[src/rtl/ocmp_pkg.sv]
package ocmp_pkg;

  typedef enum logic [2:0] {
    PA_OFF    = 3'd0,
    PA_TOGGLE = 3'd1,
    PA_LOW    = 3'd2,
    PA_HIGH   = 3'd3,
    PA_PULSE  = 3'd4
  } pin_act_e;

  // Any mode with the top bit set selects the pulse action.
  function automatic pin_act_e decode_mode(input logic [2:0] mode);
    if (mode[2])
      return PA_PULSE;
    case (mode[1:0])
      2'd1:    return PA_TOGGLE;
      2'd2:    return PA_LOW;
      2'd3:    return PA_HIGH;
      default: return PA_OFF;
    endcase
  endfunction

endpackage

[src/rtl/ocmp_match.sv]
module ocmp_match #(
  parameter int CNT_W = 32
) (
  input  logic [CNT_W-1:0] count_i,
  input  logic [CNT_W-1:0] cmp_val_i,
  input  logic             tick_i,
  input  logic             force_i,
  output logic             match_o,
  output logic             event_o
);
  // A match needs both a tick and equal values.
  logic equal;
  assign equal   = (count_i == cmp_val_i);
  assign match_o = tick_i & equal;
  assign event_o = match_o | force_i;
endmodule

[src/rtl/ocmp_flag.sv]
module ocmp_flag (
  input  logic clk,
  input  logic rst_n,
  input  logic set_i,
  input  logic clr_i,
  output logic flag_o
);
  // A set in the same cycle as a clear wins.
  always_ff @(posedge clk or negedge rst_n) begin
    if (!rst_n)
      flag_o <= 1'b0;
    else if (set_i)
      flag_o <= 1'b1;
    else if (clr_i)
      flag_o <= 1'b0;
  end
endmodule

[src/rtl/ocmp_pin.sv]
module ocmp_pin
  import ocmp_pkg::*;
(
  input  logic     clk,
  input  logic     rst_n,
  input  pin_act_e act_i,
  input  logic     event_i,
  input  logic     tick_i,
  output logic     pin_o
);
  // Set while a low pulse waits for the tick that ends it.
  logic pulse_armed;

  always_ff @(posedge clk or negedge rst_n) begin
    if (!rst_n) begin
      pin_o       <= 1'b0;
      pulse_armed <= 1'b0;
    end else begin
      case (act_i)
        PA_PULSE: begin
          if (event_i) begin
            pin_o       <= 1'b0;
            pulse_armed <= 1'b1;
          end else if (pulse_armed) begin
            if (tick_i) begin
              pin_o       <= 1'b1;
              pulse_armed <= 1'b0;
            end
          end else begin
            pin_o <= 1'b1;
          end
        end
        PA_TOGGLE: begin
          pulse_armed <= 1'b0;
          if (event_i) pin_o <= ~pin_o;
        end
        PA_LOW: begin
          pulse_armed <= 1'b0;
          if (event_i) pin_o <= 1'b0;
        end
        PA_HIGH: begin
          pulse_armed <= 1'b0;
          if (event_i) pin_o <= 1'b1;
        end
        default: begin
          pin_o       <= 1'b0;
          pulse_armed <= 1'b0;
        end
      endcase
    end
  end
endmodule

[src/rtl/ocmp_channel.sv]
module ocmp_channel
  import ocmp_pkg::*;
#(
  parameter int CNT_W  = 32,
  parameter int MODE_W = 3
) (
  input  logic              clk,
  input  logic              rst_n,
  input  logic [CNT_W-1:0]  count_i,
  input  logic              tick_i,
  input  logic [CNT_W-1:0]  cmp_val_i,
  input  logic [MODE_W-1:0] mode_i,
  input  logic              force_i,
  input  logic              flag_clr_i,
  input  logic              irq_en_i,
  output logic              pin_o,
  output logic              flag_o,
  output logic              irq_o
);
  localparam int ModeBits = (MODE_W < 3) ? MODE_W : 3;

  logic [2:0] mode3;
  pin_act_e   act;
  logic       match;
  logic       evt;

  // The mode is padded or trimmed to the three bits the decoder uses.
  always_comb begin
    mode3 = '0;
    mode3[ModeBits-1:0] = mode_i[ModeBits-1:0];
  end

  assign act = decode_mode(mode3);

  ocmp_match #(.CNT_W(CNT_W)) u_match (
    .count_i   (count_i),
    .cmp_val_i (cmp_val_i),
    .tick_i    (tick_i),
    .force_i   (force_i),
    .match_o   (match),
    .event_o   (evt)
  );

  ocmp_flag u_flag (
    .clk    (clk),
    .rst_n  (rst_n),
    .set_i  (match),
    .clr_i  (flag_clr_i),
    .flag_o (flag_o)
  );

  ocmp_pin u_pin (
    .clk     (clk),
    .rst_n   (rst_n),
    .act_i   (act),
    .event_i (evt),
    .tick_i  (tick_i),
    .pin_o   (pin_o)
  );

  assign irq_o = flag_o & irq_en_i;
endmodule

[config.mk]
export PLATFORM = sky130hd
export DESIGN_NAME = ocmp_channel
export DESIGN_NICKNAME = d
export VERILOG_FILES = /design/src/rtl/ocmp_pkg.sv /design/src/rtl/ocmp_match.sv /design/src/rtl/ocmp_flag.sv /design/src/rtl/ocmp_pin.sv /design/src/rtl/ocmp_channel.sv
export SDC_FILE = /design/constraint.sdc
export NUM_CORES = 1
export LEC_CHECK = 0
export ABC_AREA = 1
export BUFFER_PORTS_ARGS = -buffer_cell sky130_fd_sc_hd__buf_2
export CORE_ASPECT_RATIO = 1.1
export CORE_MARGIN = 3
export CORE_UTILIZATION = 44
export DETAILED_ROUTE_END_ITERATION = 6
export PLACE_DENSITY = 0.86
export SLEW_MARGIN = 20
export SYNTH_ARGS = -nofsm -noshare
export SYNTH_HDL_FRONTEND = slang
export SYNTH_HIERARCHICAL = 1
export SYNTH_SLANG_ARGS = --single-unit
[constraint.sdc]
create_clock -name clk -period 1.57 [get_ports clk]
set_input_delay 0.0785 -clock clk [delete_from_list [all_inputs] [get_ports clk]]
set_output_delay 0.0785 -clock clk [all_outputs]
set_load 0.01 [all_outputs]
---- After elaboration in Yosys (flattened, before gate mapping) ----
Cells that the tools add are included.
word-level totals
  word-level logic and storage cells ...... 38
  output and inout port bits .............. 3
  register bits after elaboration ......... 3
cells by class
  mux-type cells .......................... 17
  reductions and logical operators ........ 2
  bitwise logic cells ..................... 4
  equal/unequal tests ..................... 12
operators by type and width
  kind                                           count
  == test 32 bit                                 1
  two-way mux 1 bit                              13
  == test 3 x 2 -> 1 bit, second input constant  2
  two-way mux 3 bit                              2
  inequality test 2 bit, second input constant   3
  case mux 2 bit (3 select lines)                1
  == test 2 bit, second input constant           2
  inequality test 4 bit, second input constant   1
  case mux 1 bit (4 select lines)                1
  AND reduction 4 bit                            1
  == test 3 x 1 -> 1 bit, second input constant  1
  == test 3 bit, second input constant           1
  bitwise AND 1 bit                              2
  == test 2 x 1 -> 1 bit, second input constant  1
  nonzero test 2 bit                             1
  NOT 1 bit                                      1
  OR 1 bit                                       1

---- Depth between registers and ports, before layout ----
  word-level depth ........................ 6
  gate-level depth with buffers ........... 15
  depth with buffers taken out ............ 15

---- Modules after synthesis ----
The synthesis kept the hierarchy.
by module, submodules not included
  module        instances  sequential area each (µm²)  cells an instance  area an instance (µm²)
  ocmp_match    1          0.0                         200                863.3
  ocmp_pin      1          50.0                        20                 128.9
  ocmp_flag     1          25.0                        5                  40.0
  ocmp_channel  1          0.0                         6                  22.5

---- Worst setup path after synthesis ----
Ideal clock, no wire load.
  path kind ............................... input to register
  start point ............................. input cmp_val_i[2]
  end point ............................... register u_pin.pin_o
  data required time ...................... 1.457 ns
  buffers on the path ..................... 0
  stages on the path ...................... 13
  setup slack ............................. 0.586 ns
  arrival time ............................ 0.872 ns
  library setup time ...................... 0.113 ns
  path through ............................ inv_1 or2_1 nand2_1 nor2_1 nand3_2 nor2_2 nand3_1 nand2_1 inv_1 nand2_1 nand2_1 nand2_1 inv_1
on the way
  word-level cells in the longest chain between the ends .. 5
  elaborated cells between the ends (all ways) .. 10
  those cells by class .................... 5 x eq/ne; 2 x mux; 2 x bitwise; 1 x reduce/logical
ends and longest elaborated chain
  element                                                                           line                RTL
  start, declared                                                                   ocmp_channel.sv:11  input logic [CNT_W-1:0] cmp_val_i,
  == test 32 bit (*)                                                                ocmp_match.sv:13    assign equal = (count_i == cmp_val_i);
  bitwise AND 1 bit (*)                                                             ocmp_match.sv:14    assign match_o = tick_i & equal;
  OR 1 bit (*)                                                                      ocmp_match.sv:15    assign event_o = match_o | force_i;
  named net evt                                                                     ocmp_channel.sv:25  logic evt;
  inequality test 4 bit (no line) (tied with other cells)                           -
  AND reduction 4 bit (no line) or case mux 1 bit (4 select lines) (tied branches)  -
  end signal, assigned                                                              ocmp_pin.sv:35      if (event_i) pin_o <= ~pin_o;
  end, declared                                                                     ocmp_pin.sv:9       output logic pin_o
Mark *: on every way through the listed nets, which the timed path passes. The rest lies on a longest branch.
A chain may end at the register's enable or synchronous reset.

---- Worst setup path in the final report ----
  start point ............................. input cmp_val_i[30]
  end point ............................... register u_pin.pin_o
Same word-level chain as after synthesis.

==> impl_metrics.py <==
metrics = {
    "pwr": {
        "powerDensity_nw_per_um2": 362,
        "peakVddDrop_mv": 0.223,
        "p_int_mw": 0.329,
        "seq_power_share_pct": 15.4,
        "power.share.combinational_pct": 59.4,
        "power.net_switching_mw": 0.215,
        "p_leak_nw": 1.06,
        "power.switching_fraction_pct": 39.5,
        "clkPwrFrac_pct": 25.2,
    },
    "cts": {
        "cts-root-buf": "clkbuf_4",
        "clock_latency_ns": 0.23,
        "cts_buffer_depth": 2,
        "numCtsBuffers": 3,
        "cts_tree": "built",
        "cts_num_sinks": 3,
        "post_cts_buffers": 0,
        "h-tree-depth": 1,
        "clkTransAtPathRegs_ns": 0.04,
        "cts_resized": 0,
    },
    "cells_and_area": {
        "seq_area_um2": 75.1,
        "antenna_cells": 0,
        "final_common_cell": "nand2_1",
        "final_cell_mix": "nand2_1 (91), buf_2 (75), inv_1 (55)",
        "multi_input_area_um2": 754,
        "nNetsFinal": 385,
        "drive_above_1_share_pct": 27.0,
        "syn_to_final_growth_pct": 42.3,
        "nFillCells": 218,
    },
    "floorplan": {
        "dieArea_um2": 3020,
        "die_y_um": 57.4,
        "rows": 17,
        "die_x_um": 52.7,
        "num_io_pins": 76,
        "coreArea_um2": 2150,
        "initial_core_util_pct": 49.1,
    },
    "global_route": {
        "gr-total-overflow": 0,
        "grt_pass1_wl_um": 4860,
        "grt_start_max_net_pins": 6,
        "grt_use_total_pct": 19.9,
        "antenna_found_initial": 0,
        "grt_pass1_vias": 1323,
    },
    "routing": {
        "route.detailed.drc": 0,
        "routed_wirelength_um": 2970,
        "via_per_inst": 4.42,
        "initialDrtViolationCount": 32,
        "wl_per_cell_um": 8.77,
        "drt-pass1-iter-count": 4,
        "via_count": 1497,
        "antenna_left": 0,
    },
    "placement": {
        "dp_slack_ns": 0.322,
        "numPortBuffers": 75,
        "gp_congestion": 0.878,
        "hpwl_um": 2650,
    },
    "status": {
        "status": "complete, no violations",
    },
    "synth": {
        "ys_ff_latch": 3,
        "postSynthAreaPerCell_um2": 4.57,
        "ys_types": 22,
        "syn_area_um2": 1050,
        "synth_nets": 304,
        "ys_warn_count": 6,
        "syn_inst": 231,
        "ys_seq_area_share_pct": 7.12,
    },
    "sta": {
        "worst_pin_slew_ns": 0.235,
        "finalClockSkew_ns": 0.00365,
        "setup_ws_ns": 0.512,
        "maxSlewViolCount": 0,
        "fin_crit_ns": 1.06,
        "max_freq_mhz": 945,
        "hold_violations": 0,
        "setup_tns_ns": 0,
        "fin_crit_sh_pct": 67.4,
        "setup_viol": 0,
        "maxSlewHeadroom_pct": 84.2,
        "rsz0062_at_grt": "no",
    },
    "setup_path": {
        "end_kind": "flop",
        "path_cells": "buf_2 -> xnor2_1 -> nand2_1 -> nor2_1 -> nand2_1 -> nor2_1 -> nand3_1 -> nand2_1 -> inv_1 -> nand2_1 -> nand2_1 -> nand2_1 -> inv_1",
        "r2r-start": "u_pin/pin_o",
        "slowest_delay_ns": 0.22,
        "required_ns": 1.69,
        "path_max_fanout": 2,
        "crit_top_cell": "nand2_1",
        "worstSetupPathType": "in -> reg",
        "worst_ep_arrival_time_ns": 1.18,
        "cp_slowest_cell": "xnor2_1",
        "crit_start": "cmp_val_i[30]",
        "crit_path_start_kind": "input port",
    },
    "flow_run": {
        "cap_violations": 0,
    },
    "hold_path": {
        "hp-class": "in -> reg",
        "min_from": "flag_clr_i",
    },
}
==> area by class of cell <==
type                    instances  area share (%)
multi-input cells             168            50.3
inverters                      60            15.0
flip-flops and latches          3            5.00
well taps                      28            2.33
clock buffers                   4            1.75
repair buffers                 76            25.7
==> logic make-up (layout without fill, tap and decap cells) <==
family / Yosys count / count (layout) / share of synthesized area, %
simple gates: 145 / 145 / 56.7
buf+inv: 60 / 140 / 21.4
compound gates: 13 / 13 / 6.52
xor+xnor: 10 / 10 / 8.30
flops: 3 / 3 / 7.12
==> synth_stat cells <==
cell type / number / share of area [%]
a21oi_1: 1 / 0.47
xor2_1: 3 / 2.5
nor3_1: 1 / 0.47
or2_1: 4 / 2.4
nand3_1: 7 / 3.3
dfrtp_1: 3 / 7.1
nand2_1: 91 / 32
clkinv_1: 2 / 0.71
nand3b_1: 1 / 0.71
nor2_1: 31 / 11
nor3b_1: 1 / 0.71
inv_1: 55 / 20
o21ai_1: 6 / 2.8
and2_1: 1 / 0.59
inv_2: 3 / 1.1
xnor2_1: 7 / 5.8
nor2_2: 2 / 1.2
o22ai_1: 1 / 0.59
nand4_1: 5 / 3.0
nand3_2: 1 / 0.95
o211ai_1: 1 / 0.71
o21ai_0: 4 / 1.9
==> registers in the layout (all words and copies together) (netlist names) <==
register	flops
u_pin/pulse_armed	1
u_flag/flag_o	1
u_pin/pin_o	1
==> power by group through the flow <==
stage	clock network (mW)	logic, mW	registers, mW
5_1_grt	0.147	0.370	0.0846
6_report	0.137	0.323	0.0840
2_1_floorplan	0	0.176	0.0862
3_5_place_dp	0	0.317	0.0851
3_3_place_gp	0	0.314	0.0852
4_1_cts	0.141	0.322	0.0840
==> timing repair <==
item / CTS / global route
setup endpoints to repair: 0 / 0
hold endpoints to repair: 3 / 0
hold buffers: 1 / 0
==> worst max-delay path: cells and delay by family <==
family | cells | cell delay (ns)
XOR/XNOR | 1 | 0.22
buffers and inverters | 3 | 0.19
AND/OR/NAND/NOR | 9 | 0.69
==> metal layers <==
layer / wire (um) / global-route usage (%) / part of all wire, %
met2: 1440 / 35.6 / 48
met5: 0 / 0 / 0
met1: 1290 / 26.0 / 43
met3: 247 / 0 / 8.3
met4: 0 / 4.74 / 0
==> final timing paths <==
path / to / slack (ns) / depth (start not counted)
setup reg to reg: u_pin/pin_o / 0.73 / 5
max in group asynchronous: u_pin/pin_o / 1.29 / 2
min in group asynchronous: u_pin/pulse_armed / 0.17 / 2
setup / recovery: u_pin/pin_o / 0.51 / 13
hold / removal: u_flag/flag_o / 0.08 / 4
hold reg to reg: u_flag/flag_o / 0.50 / 2
==> metrics by stage <==
stage	hold WS, ns	instance area [um2]	power, mW	utilization (%)	std cells
5_1_grt	0.111	1500	0.602	69.9	339
6_report	0.0776	1500	0.544	69.9	339
2_1_floorplan	-0.217	1050	0.262	-	231
3_3_place_gp	-0.122	1470	0.399	68.2	334
3_5_place_dp	-0.121	1470	0.402	68.2	334
4_1_cts	0.0739	1500	0.547	69.9	339
Note: power is estimated with default switching activity, not from simulation.
